==> src/rtl/lpm_pkg.sv <==
`timescale 1ns/1ps
package lpm_pkg;
    localparam int LINK_W = 3;
    localparam int DEV_W  = 2;

    typedef enum logic [LINK_W-1:0] {
        LK_L0     = 3'd0,
        LK_STBY   = 3'd1,
        LK_DEEP   = 3'd2,
        LK_RDY    = 3'd3,
        LK_AUXOFF = 3'd4,
        LK_OFF    = 3'd5
    } link_e;

    typedef enum logic [DEV_W-1:0] {
        DS_ON   = 2'd0,
        DS_MID1 = 2'd1,
        DS_MID2 = 2'd2,
        DS_DEEP = 2'd3
    } dev_e;

    typedef struct packed {
        link_e link;
        logic  aspm_deep;
        logic  l1_req;
        logic  ack;
        logic  wake;
    } fsm_t;
endpackage

==> src/rtl/lpm_idle_timer.sv <==
`timescale 1ns/1ps
module lpm_idle_timer #(
    parameter int CNT_W = 16
) (
    input  logic             clk,
    input  logic             rst_n,
    input  logic             en,
    input  logic             idle,
    input  logic [CNT_W-1:0] limit,
    output logic             hit
);
    logic [CNT_W-1:0] cnt_d, cnt_q;
    logic [CNT_W:0]   cnt_next;

    always_comb begin
        cnt_next = {1'b0, cnt_q} + 1'b1;
        hit      = en && idle && (cnt_next >= {1'b0, limit});
        if (en && idle) begin
            cnt_d = (&cnt_q) ? cnt_q : cnt_next[CNT_W-1:0];
        end else begin
            cnt_d = '0;
        end
    end

    always_ff @(posedge clk) begin
        if (!rst_n) cnt_q <= '0;
        else        cnt_q <= cnt_d;
    end
endmodule

==> src/rtl/lpm_dev_state.sv <==
`timescale 1ns/1ps
module lpm_dev_state
    import lpm_pkg::*;
(
    input  logic clk,
    input  logic rst_n,
    input  logic wr,
    input  dev_e wr_val,
    input  logic accept,
    input  logic force_on,
    output dev_e state
);
    dev_e state_d, state_q;

    always_comb begin
        state_d = state_q;
        if (force_on)          state_d = DS_ON;
        else if (wr && accept) state_d = wr_val;
    end

    always_ff @(posedge clk) begin
        if (!rst_n) state_q <= DS_ON;
        else        state_q <= state_d;
    end

    assign state = state_q;
endmodule

==> src/rtl/lpm_ctrl.sv <==
`timescale 1ns/1ps
module lpm_ctrl
    import lpm_pkg::*;
#(
    parameter int CNT_W = 16
) (
    input  logic             clk,
    input  logic             rst_n,
    input  logic             dev_state_wr,
    input  logic [1:0]       dev_state_in,
    input  logic             link_idle,
    input  logic             l0s_en,
    input  logic             l1_aspm_en,
    input  logic [CNT_W-1:0] l0s_limit,
    input  logic [CNT_W-1:0] l1_limit,
    input  logic             turnoff_req,
    input  logic             main_pwr_ok,
    input  logic             aux_pwr_ok,
    input  logic             wake_req,
    output logic [2:0]       link_state,
    output logic [1:0]       dev_state,
    output logic             turnoff_ack,
    output logic             l1_entry_req,
    output logic             wake_notify
);
    localparam int N_TMR = 2;

    fsm_t fsm_d, fsm_q;
    dev_e dev_q;
    logic wr_ok, force_on, tmr_en;
    logic [CNT_W-1:0] tmr_lim [N_TMR];
    logic [N_TMR-1:0] tmr_hit;

    assign tmr_lim[0] = l0s_limit;
    assign tmr_lim[1] = l1_limit;
    assign tmr_en = (dev_q == DS_ON) && (fsm_q.link == LK_L0 || fsm_q.link == LK_STBY);

    for (genvar g = 0; g < N_TMR; g++) begin : g_tmr
        lpm_idle_timer #(.CNT_W(CNT_W)) tmr_i (
            .clk   (clk),
            .rst_n (rst_n),
            .en    (tmr_en),
            .idle  (link_idle),
            .limit (tmr_lim[g]),
            .hit   (tmr_hit[g])
        );
    end

    lpm_dev_state dev_i (
        .clk      (clk),
        .rst_n    (rst_n),
        .wr       (dev_state_wr),
        .wr_val   (dev_e'(dev_state_in)),
        .accept   (wr_ok),
        .force_on (force_on),
        .state    (dev_q)
    );

    always_comb begin
        fsm_d      = fsm_q;
        fsm_d.wake = 1'b0;
        wr_ok      = 1'b0;
        force_on   = 1'b0;
        unique case (fsm_q.link)
            LK_L0, LK_STBY: begin
                wr_ok = 1'b1;
                if (dev_q != DS_ON) begin
                    fsm_d.link      = LK_DEEP;
                    fsm_d.aspm_deep = 1'b0;
                end else if (l1_aspm_en && tmr_hit[1]) begin
                    fsm_d.link      = LK_DEEP;
                    fsm_d.aspm_deep = 1'b1;
                end else if (fsm_q.link == LK_STBY && !link_idle) begin
                    fsm_d.link = LK_L0;
                end else if (fsm_q.link == LK_L0 && l0s_en && tmr_hit[0]) begin
                    fsm_d.link = LK_STBY;
                end
            end
            LK_DEEP: begin
                wr_ok = 1'b1;
                if (dev_q == DS_DEEP && turnoff_req) begin
                    fsm_d.link = LK_RDY;
                    wr_ok      = 1'b0;
                end else if (dev_q == DS_ON) begin
                    if (!fsm_q.aspm_deep || !link_idle) begin
                        fsm_d.link      = LK_L0;
                        fsm_d.aspm_deep = 1'b0;
                    end
                end else begin
                    fsm_d.aspm_deep = 1'b0;
                end
            end
            LK_RDY: begin
                if (!main_pwr_ok) fsm_d.link = aux_pwr_ok ? LK_AUXOFF : LK_OFF;
            end
            LK_AUXOFF: begin
                fsm_d.wake = wake_req;
                if (main_pwr_ok) begin
                    fsm_d.link = LK_L0;
                    force_on   = 1'b1;
                end
            end
            LK_OFF: begin
                if (main_pwr_ok) begin
                    fsm_d.link = LK_L0;
                    force_on   = 1'b1;
                end
            end
            default: begin
                fsm_d.link = LK_L0;
                force_on   = 1'b1;
            end
        endcase
        fsm_d.l1_req = (fsm_d.link == LK_DEEP) && (fsm_q.link != LK_DEEP);
        fsm_d.ack    = (fsm_d.link == LK_RDY) && (fsm_q.link == LK_DEEP);
    end

    always_ff @(posedge clk) begin
        if (!rst_n) begin
            fsm_q <= '{link: LK_L0, aspm_deep: 1'b0, l1_req: 1'b0, ack: 1'b0, wake: 1'b0};
        end else begin
            fsm_q <= fsm_d;
        end
    end

    assign link_state   = fsm_q.link;
    assign dev_state    = dev_q;
    assign turnoff_ack  = fsm_q.ack;
    assign l1_entry_req = fsm_q.l1_req;
    assign wake_notify  = fsm_q.wake;
endmodule

==> config.mk <==
export PLATFORM = sky130hd
export DESIGN_NAME = lpm_ctrl
export DESIGN_NICKNAME = d
export VERILOG_FILES = /design/src/rtl/lpm_pkg.sv /design/src/rtl/lpm_idle_timer.sv /design/src/rtl/lpm_dev_state.sv /design/src/rtl/lpm_ctrl.sv
export SDC_FILE = /design/constraint.sdc
export NUM_CORES = 1
export LEC_CHECK = 0
export BUFFER_PORTS_ARGS = -buffer_cell sky130_fd_sc_hd__buf_2
export CAP_MARGIN = 20
export CORE_ASPECT_RATIO = 0.6
export CORE_MARGIN = 2
export CORE_UTILIZATION = 37
export CTS_CLUSTER_DIAMETER = 120
export DETAILED_ROUTE_END_ITERATION = 12
export GPL_TIMING_DRIVEN = 1
export PLACE_DENSITY = 0.6
export SYNTH_ARGS = -nofsm -noshare
export SYNTH_HDL_FRONTEND = slang
export SYNTH_SLANG_ARGS = --single-unit
==> constraint.sdc <==
create_clock -name clk -period 3.6 [get_ports clk]
set_clock_uncertainty 0.05 [all_clocks]
set_input_delay 0.36 -clock clk [delete_from_list [all_inputs] [get_ports clk]]
set_output_delay 0.36 -clock clk [all_outputs]
set_load 0.01 [all_outputs]
==> results of run 1 <==
## worst max path at each step
stage	from	end	slack [ns]	cells after the start
6_report	g_tmr[1].tmr_i.cnt_q[0]	l1_entry_req	0.24	13
5_1_grt	g_tmr[1].tmr_i.cnt_q[0]	l1_entry_req	0.01	13
4_1_cts	g_tmr[1].tmr_i.cnt_q[0]	l1_entry_req	0.18	13
3_5_place_dp	g_tmr[1].tmr_i.cnt_q[0]	l1_entry_req	0.19	13
3_3_place_gp	g_tmr[1].tmr_i.cnt_q[0]	l1_entry_req	0.33	13
2_1_floorplan	g_tmr[1].tmr_i.cnt_q[0]	l1_entry_req	0.65	13
## where the power goes
part	switching [uW]	total, uW	internal (uW)	leakage, uW
combinational	52.7	97.2	44.5	0.00136
clock	175	571	396	0.0000938
sequential	7.41	467	459	0.000331
## synthesized netlist by cell type (3+ instances only)
library cell and number:
nor3_1 7, nor2_1 28, nand3_1 15, o21ai_0 8, xnor2_1 20, nand4_1 16, a21oi_1 41, ha_1 34
and3_1 7, buf_4 3, inv_1 64, and4_1 4, xor2_1 10, a21o_1 3, dfxtp_1 41, nand2_1 12
mux2i_1 4, clkbuf_1 4
## cell type report
cell class                 count  area, sq um
inverter                      65          244
clock buffer                   5          125
fill                         763         3990
tap                          104          130
timing repair buffer          52          263
multi-input combinational    243         1720
clock inverter                 3         65.1
sequential                    41          821
## layer usage
layer	part of all wire, %	up-vias	global-route usage (%)
li1	-	1319	-
met1	56	1132	25.8
met2	39	46	23.7
met3	4.3	2	3.51
met4	0.26	0	2.75
met5	0	-	0
## sequential cells by signal, indices dropped and copies added (netlist names)
register / count
link_state: 3
g_tmr.tmr_i.cnt_q: 32
dev_i.state: 2
l1_entry_req: 1
turnoff_ack: 1
fsm_q: 1
wake_notify: 1
## per-stage QoR
| stage | power, uW | utilization [%] | cells |
|---|---|---|---|
| after CTS | 1150 | 45.8 | 513 |
| after global routing | 1190 | 45.8 | 513 |
| after global placement | 571 | 43.2 | 505 |
| after detailed placement | 573 | 43.2 | 505 |
| final | 1130 | 45.8 | 513 |
| after floorplan | 530 | - | 359 |
## what timing repair did
item                       CTS  global route
buffers inserted             0             0
resized for setup            0             1
setup endpoints to repair    0             2
## kinds of logic after synthesis
family                   count (synthesis)
multiplexers                             4
adder cells (fa/ha/maj)                 34
flip-flops                              41
buffers and inverters                   75
AO/OA/AOI/OAI                           68
AND/OR/NAND/NOR                        107
XOR/XNOR                                30
## worst max-delay path: stages (launching register included)
cell and delay (ns):
dfxtp_1 0.41, ha_1 0.24, nand4_1 0.18, nor2_2 0.20, and3_1 0.19, xnor2_1 0.15, inv_1 0.07, ha_1 0.30
nand4_1 0.19, or4_1 0.56, and3_1 0.20, o211ai_2 0.20, o211a_1 0.20, and4_1 0.16
==> flow_summary.ini, run 1 <==
[logic_synthesis]
synth_top_area_share_pct = 28.9
synth-warning-count = 0
synth_simple_gate_area_share_pct = 20.7
synth_top_family_by_area = simple AND/OR/NAND/NOR gates
syn-instance-count = 359
synthesis.nets = 437
synth_compound_area_share_pct = 14.2
synthXorXnorAreaFrac_pct = 9.24
average_size_of_a_mapped_cell_sq_um = 7.92
yosys_most_used_dff = dfxtp_1
yosysSeqAreaShare_pct = 28.9
synth.cell_area_sq_um = 2840
synth.largest_area_cell = dfxtp_1
synth.area.top_cells = dfxtp_1, ha_1, inv_1, a21oi_1, xnor2_1
synth-seq-cells = 41
synthDistinctLibCells = 49
synthAdderAreaFrac_pct = 15.0
synth-async-reset-ratio_pct = 0
synth_enable_flop_cells = 0
muxShareOfSynthArea_pct = 1.41

[grt]
grt.overflow.total = 0
grt_start_max_net_pins = 22
groute.usage.overall_pct = 16.6
grt_antenna_before_repair = 0
global_route_wire_length_before_repair_um = 11000
vias_in_the_first_global_route = 2365

[min_path]
worst_hold_path_type = in2reg
hold_path.startpoint = main_pwr_ok
min_delay_path_depth = 2
whs_endpoint = link_state[2]

[placement]
post_dp_cell_area_sq_um = 3180
post-dp-hpwl_um = 5200
preCtsSetupSlack_ns = 0.187
gp_congestion = 0.800
port_buffers = 51

[setup_path]
critical_path_arrival_ns = 3.53
regToRegEndpoint = l1_entry_req
path_max_fanout = 5
rr_worst_depth = 13
worstSetupStartpointType = flop
regToRegStartpoint = g_tmr[1].tmr_i.cnt_q[0]
timing.reg2reg.setup_slack_ns = 0.24
worst_setup_path_end_kind = flop
crit_required_ns = 3.78
start_to_end_type_of_the_worst_setup_path = reg2reg

[power_and_ir_drop]
power-per-cell-area_nw_per_um2 = 337
max-vdd-ir-drop_v = 0.000270
power.static_leakage_uw = 0.00179

[layout]
nets = 486
post-route-cell-area_sq_um = 3370
final_layout_size_suffix_gt1_share_pct = 16.6
antenna_diode_count = 0
layout.cells.most_common = inv_1
area_growth_from_synthesis_to_layout_pct = 18.5
commonest_cells_after_routing_fill_and_taps_aside = inv_1, buf_2, a21oi_1, dfxtp_1, ha_1

[drt]
detail_route.wl_per_cell_um = 12.6
drtPass1Iterations = 4
drcViolationCount = 0
antenna_left = 0
finalWirelength_um = 6470
detail_route.vias_per_cell = 4.87
vias = 2499
drt_iter0_drc = 86

[sta]
grt_setup_unrepaired = no
hold_ws_ns = 0.265
period_minus_slack_ns = 3.36
count_of_final_hold_check_violations = 0
timing_max_transition_violations_final = 0
worst-slew-pin-transition_ns = 0.578
post-route-period-util_pct = 93.3
max-slew-margin-rel_pct = 61.5
finalSetupViolations = 0
setup_total_negative_slack_ns = 0
post_route_setup_slack_ns = 0.242
timing.fmax_ghz = 0.298

[floorplan]
io_pins = 52
floorplan.die.height_um = 71.9
die_x_um = 117
rows = 24
core-area_sq_um = 7360
design.die.area_sq_um = 8420
starting_density_of_the_core_pct = 38.6

[clock_network]
cts_tree = yes
htreeDepth = 2
clock_tree.root_cell = clkbuf_16
cts_hold_buf = 0
cts_sinks = 41
cts.path.max_buffers = 2
clkTransAtPathRegs_ns = 0.06
clk-insertion-delay-late_ns = 0.28
num_cts_buffers = 5

[status]
status = complete, no violations

[flow_run]
max-cap-violations = 0
Note: power is estimated with default switching activity, not from simulation.
==> run 2, diff against run 1 <==
- MAX_ROUTING_LAYER: default -> met4
==> run 2 against run 1 <==
Effect of this change:
- hold slack unchanged
- setup slack unchanged
- die area unchanged
- sequential cell count stayed put
- critical path type unchanged
- critical endpoint unchanged
- largest power group unchanged
==> flow_summary.ini, run 2 (synthesized netlist as in run 1, its figures left out) <==
[status]
status = complete, no violations

[placement]
port_buffers = 51
preCtsSetupSlack_ns = 0.187
place.detailed.instances = 505
gp_congestion = 0.812
post-dp-hpwl_um = 5200

[floorplan]
io_pins = 52
die_x_um = 117
design.die.area_sq_um = 8420
rows = 24
core-area_sq_um = 7360
floorplan.die.height_um = 71.9
starting_density_of_the_core_pct = 38.6

[grt]
grt.overflow.total = 0
vias_in_the_first_global_route = 2365
grt_start_max_net_pins = 22
global_route_wire_length_before_repair_um = 11000
groute.usage.overall_pct = 17.1
grt_antenna_before_repair = 0

[setup_path]
worstSetupStartpointType = flop
worst_setup_path_end_kind = flop
crit_required_ns = 3.78
critical_path_arrival_ns = 3.53
path_max_fanout = 5
start_to_end_type_of_the_worst_setup_path = reg2reg

[flow_run]
max-cap-violations = 0

[clock_network]
cts_tree = yes
post_cts.repair.setup_buffers = 0
cts_hold_buf = 0
cts.path.max_buffers = 2
htreeDepth = 2
clk-insertion-delay-late_ns = 0.28
num_cts_buffers = 5
clkTransAtPathRegs_ns = 0.06
clock_tree.root_cell = clkbuf_16
cts_sinks = 41

[sta]
period_minus_slack_ns = 3.36
post_route_setup_slack_ns = 0.242
setup_total_negative_slack_ns = 0
worst-slew-pin-transition_ns = 0.578
count_of_final_hold_check_violations = 0
max-slew-margin-rel_pct = 61.5
post-route-period-util_pct = 93.3
finalSetupViolations = 0
grt_setup_unrepaired = no
timing.fmax_ghz = 0.298
timing_max_transition_violations_final = 0

[layout]
commonest_cells_after_routing_fill_and_taps_aside = inv_1, buf_2, a21oi_1, dfxtp_1, ha_1
stdcell_count = 513
antenna_diode_count = 0
max_reg_flops = 32
nets = 486
layout.cells.most_common = inv_1
fin_util_pct = 45.8
area_growth_from_synthesis_to_layout_pct = 18.5
final_layout_size_suffix_gt1_share_pct = 16.6
registers.top_by_ff_count = g_tmr.tmr_i.cnt_q

[drt]
finalWirelength_um = 6470
drcViolationCount = 0
drt_iter0_drc = 68
drtPass1Iterations = 4
detail_route.vias_per_cell = 4.87
antenna_left = 0
vias = 2499
detail_route.wl_per_cell_um = 12.6

[power_and_ir_drop]
max-vdd-ir-drop_v = 0.000270
switching_share_of_power_pct = 20.7
power.static_leakage_uw = 0.00179
p_seq_share_pct = 41.1
power-per-cell-area_nw_per_um2 = 337
power.clock.fraction_pct = 50.3
comb_power_share_pct = 8.6
netSwitchingPower_uw = 235
power.internal_uw = 899

[min_path]
worst_hold_path_type = in2reg
==> run 2: cell counts in the layout (fill, tap and decap cells not counted) <==
No cell type changed its count.
==> run 2: layout make-up <==
class	instances	area, sq um
fill	763	3990
clock buffer	5	125
clock inverter	3	65.1
sequential	41	821
timing repair buffer	52	263
inverter	65	244
tap	104	130
multi-input combinational	243	1720
==> run 2: final timing paths <==
check                          start       endpoint  slack (ns)  cells past startpoint
min reg2reg                 fsm_q[3]       fsm_q[3]        0.47                      2
max reg2reg  g_tmr[1].tmr_i.cnt_q[0]   l1_entry_req        0.24                     13
min                      main_pwr_ok  link_state[2]        0.26                      2
max          g_tmr[1].tmr_i.cnt_q[0]   l1_entry_req        0.24                     13
==> run 2: repair_timing <==
item	in CTS	in global routing
resized for setup	0	1
setup endpoints to repair	0	2
hold endpoints to repair	0	0
==> run 2: power by group through the flow <==
stage          Sequential, uW  Combinational [uW]  Clock, uW
4_1_cts                   466                97.6        583
5_1_grt                   467                 112        611
6_report                  467                97.2        571
2_1_floorplan             475                54.7          0
3_5_place_dp              476                96.6          0
3_3_place_gp              476                95.1          0
==> run 2: worst max-delay path, stage by stage, from the launching register on <==
cell and delay (ns):
dfxtp_1 0.41, ha_1 0.24, nand4_1 0.18, nor2_2 0.20, and3_1 0.19, xnor2_1 0.15
inv_1 0.07, ha_1 0.30, nand4_1 0.19, or4_1 0.56, and3_1 0.20, o211ai_2 0.20
o211a_1 0.20, and4_1 0.16
==> run 2: layer usage <==
layer  global-route usage, %  routed length [um]  up-vias
li1                        -                   -     1319
met1                    25.9                3640     1132
met2                    23.6                2530       46
met3                    3.51                 276        2
met4                    2.75                  17        0
met5                       -                   0        -
==> run 2: stage by stage <==
stage                     instance area, sq um  hold WS (ns)  power, uW
after floorplan                           2840         0.389        530
after global placement                    3180         0.449        571
after detailed placement                  3180         0.442        573
after CTS                                 3370         0.263       1150
after global routing                      3370         0.286       1190
final                                     3370         0.265       1130
==> run 3, diff against run 2 <==
- CORE_ASPECT_RATIO: 0.6 -> default
- CORE_MARGIN: 2 -> 1.5
- PLACE_DENSITY: 0.6 -> 0.59
- SYNTH_HIERARCHICAL: default -> 1
==> run 3 against run 2 <==
Effect of this change:
- via count up 2.7%
- die area grew 5.2%
- sequential share of layout area decreased by 1.3 points
- non-clock buffer count unchanged
- global-route usage shrank 1.1 points
- maximum frequency is 0.46% higher
- hold slack lost 0.025 ns
- synthesized cell count increased by 0.56%
- final cell count increased by 1.6%
- sequential power about the same
- register-to-register slack better by 0.02 ns
- setup slack improved by 0.015 ns
- largest cell class unchanged
==> flow_summary.ini, run 3 <==
[logic_synthesis]
synth.area.top_cells = dfxtp_1, ha_1, inv_1, a21oi_1, xor2_1
netlist_top_cells_count = inv_1, dfxtp_1, a21oi_1
synth_top_area_share_pct = 26.7
synth_enable_flop_cells = 0
muxShareOfSynthArea_pct = 1.30
synth.cell_area_sq_um = 3070
synth_top_family_by_area = simple AND/OR/NAND/NOR gates
synth-seq-cells = 41
yosys_most_used_dff = dfxtp_1
synth.largest_area_cell = dfxtp_1
synth_compound_area_share_pct = 13.8
synth-warning-count = 6
synth-async-reset-ratio_pct = 0
synth_simple_gate_area_share_pct = 27.7
synthDistinctLibCells = 44
synthesis.nets = 439
syn-instance-count = 361
synthAdderAreaFrac_pct = 13.8
average_size_of_a_mapped_cell_sq_um = 8.51
yosysSeqAreaShare_pct = 26.7
post-synth-top-count-cell = inv_1
synthXorXnorAreaFrac_pct = 8.55

[drt]
drcViolationCount = 0
vias = 2566
antenna_left = 0
finalWirelength_um = 6510
route.top_layer_used = met4
wl_met3_um = 168
detail_route.wl_per_cell_um = 12.5
drtPass1Iterations = 6
route.layer.met1.wl_um = 3230
detail_route.vias_per_cell = 4.93
drt_iter0_drc = 61
route.met2.wl_um = 2960

[clock_network]
post_cts.repair.setup_buffers = 0
htreeDepth = 2
num_cts_buffers = 5
cts_sinks = 41
cts_hold_buf = 0
clock_tree.root_cell = clkbuf_8
cts_tree = yes
clk-insertion-delay-late_ns = 0.30
clkTransAtPathRegs_ns = 0.08
cts.path.max_buffers = 2
postCtsResizedCells = 0

[grt]
grt_antenna_before_repair = 0
vias_in_the_first_global_route = 2392
global_route_wire_length_before_repair_um = 10800
grt_start_max_net_pins = 17
grt.overflow.total = 0
groute.usage.overall_pct = 16.0

[power_and_ir_drop]
power-per-cell-area_nw_per_um2 = 244
max-vdd-ir-drop_v = 0.000120
finalPower_uw = 869
power.static_leakage_uw = 0.00184

[setup_path]
regToRegEndpoint = l1_entry_req
worstSetupStartpointType = flop
worst_setup_path_end_kind = flop
critical_path_cell_count = 14
timing.reg2reg.setup_slack_ns = 0.26
critical_path_arrival_ns = 3.47
cp-startpoint = g_tmr[1].tmr_i/cnt_q[2]
max_stage_delay_ns = 0.46
crit_required_ns = 3.72
rr_worst_depth = 14
start_to_end_type_of_the_worst_setup_path = reg2reg
gate_family_responsible_for_the_most_delay_along_the_worst_path = compound AO/OA/AOI/OAI gates
crit_path_frequent_cell = nor2_1
cpMaxStageDelayCell = dfxtp_1
regToRegStartpoint = g_tmr[1].tmr_i/cnt_q[2]
critPathBufInv = 1
worstPathCellList = nand3_2, nor2_1, and3_1, xnor2_1, inv_1, ha_1, o21ai_0, nor2_1, o41ai_1, a41oi_2, nand2_1, a21boi_1, o31ai_1, nor3b_1
crit_end = l1_entry_req
path_max_fanout = 6

[sta]
hold_ws_ns = 0.240
worst-slew-pin-transition_ns = 0.723
post-route-period-util_pct = 92.8
period_minus_slack_ns = 3.34
timing_max_transition_violations_final = 0
count_of_final_hold_check_violations = 0
finalSetupViolations = 0
max-slew-margin-rel_pct = 51.7
timing.fmax_ghz = 0.299
setup_total_negative_slack_ns = 0

[layout]
nets = 493
fill_cells = 823
commonest_cells_after_routing_fill_and_taps_aside = inv_1, buf_2, dfxtp_1
area_growth_from_synthesis_to_layout_pct = 15.8
antenna_diode_count = 0
layout.cells.most_common = inv_1
final_layout_size_suffix_gt1_share_pct = 22.8
registers.top_by_ff_count = g_tmr.tmr_i/cnt_q
stdcell_count = 521
max_reg_flops = 32

[placement]
port_buffers = 51
gp_congestion = 0.904
place.detailed.instances = 513
post-dp-hpwl_um = 5140

[floorplan]
core-area_sq_um = 8130
design.die.area_sq_um = 8860
die_x_um = 94.1
io_pins = 52
rows = 33
floorplan.die.height_um = 94.1
starting_density_of_the_core_pct = 37.8

[status]
status = complete, no violations

[min_path]
worst_hold_path_type = in2reg

[flow_run]
max-cap-violations = 0
[run 3: cell types whose count changed in the layout (fill, tap and decap cells not counted), moves of 5 or more]
cell,delta
nand4_1,-8
inv_1,-6
nor3_2,+6
xnor2_1,-6
xor2_1,+6
a21oi_1,-5
and3_1,+5
clkbuf_16,-5
clkbuf_8,+5
nor2_1,-5
[run 3: cell families (layout without fill, tap and decap cells)]
| logic type | Yosys count | in the layout |
|---|---|---|
| simple gates | 123 | 123 |
| compound gates | 66 | 66 |
| buf+inv | 63 | 118 |
| flops | 41 | 41 |
| fa+ha+maj | 34 | 34 |
| xor+xnor | 30 | 30 |
| mux | 4 | 4 |
[run 3: metrics by stage]
stage	util, %	setup slack, ns	instance area, sq um
global route	43.7	-0.0267	3560
global placement	42.3	0.215	3440
CTS	43.2	0.0918	3520
floorplan	-	0.491	3070
finish	43.7	0.258	3560
detailed placement	42.3	0.113	3440
[run 3: area by class of cell]
type | instances | area [sq um] | area share [%]
tap | 105 | 131 | 3.69
timing repair buffer | 52 | 263 | 7.39
inverter | 58 | 218 | 6.12
multi-input combinational | 257 | 2040 | 57.4
clock buffer | 8 | 80.1 | 2.25
sequential | 41 | 822 | 23.1
[run 3: worst reg2reg max path, stage by stage, from the launching register on]
cell,delay (ns)
dfxtp_1,0.46
nand3_2,0.14
nor2_1,0.25
and3_1,0.21
xnor2_1,0.16
inv_1,0.07
ha_1,0.29
o21ai_0,0.18
nor2_1,0.06
o41ai_1,0.42
a41oi_2,0.22
nand2_1,0.14
a21boi_1,0.09
o31ai_1,0.38
nor3b_1,0.09
[run 3: worst min-delay path by stage]
stage | endpoint | from | depth (start not counted) | slack, ns
finish | wake_notify | wake_req | 3 | 0.24
CTS | wake_notify | wake_req | 3 | 0.23
floorplan | wake_notify | rst_n | 2 | 0.43
global route | wake_notify | wake_req | 3 | 0.26
global placement | g_tmr[0].tmr_i/cnt_q[12] | g_tmr[0].tmr_i/cnt_q[12] | 1 | 0.47
detailed placement | g_tmr[1].tmr_i/cnt_q[12] | g_tmr[1].tmr_i/cnt_q[12] | 1 | 0.47
[run 3: layer usage]
metal	track usage, %	vias to the layer above
met2	25.4	35
met1	20.2	1152
met4	6.34	0
li1	-	1368
met5	-	-
met3	2.67	11
[run 3: report_power, final]
part	leakage [uW]	internal [uW]	switching [uW]
Sequential	0.000332	458	6.74
Combinational	0.00147	46.8	56.0
Clock	0.0000395	138	163
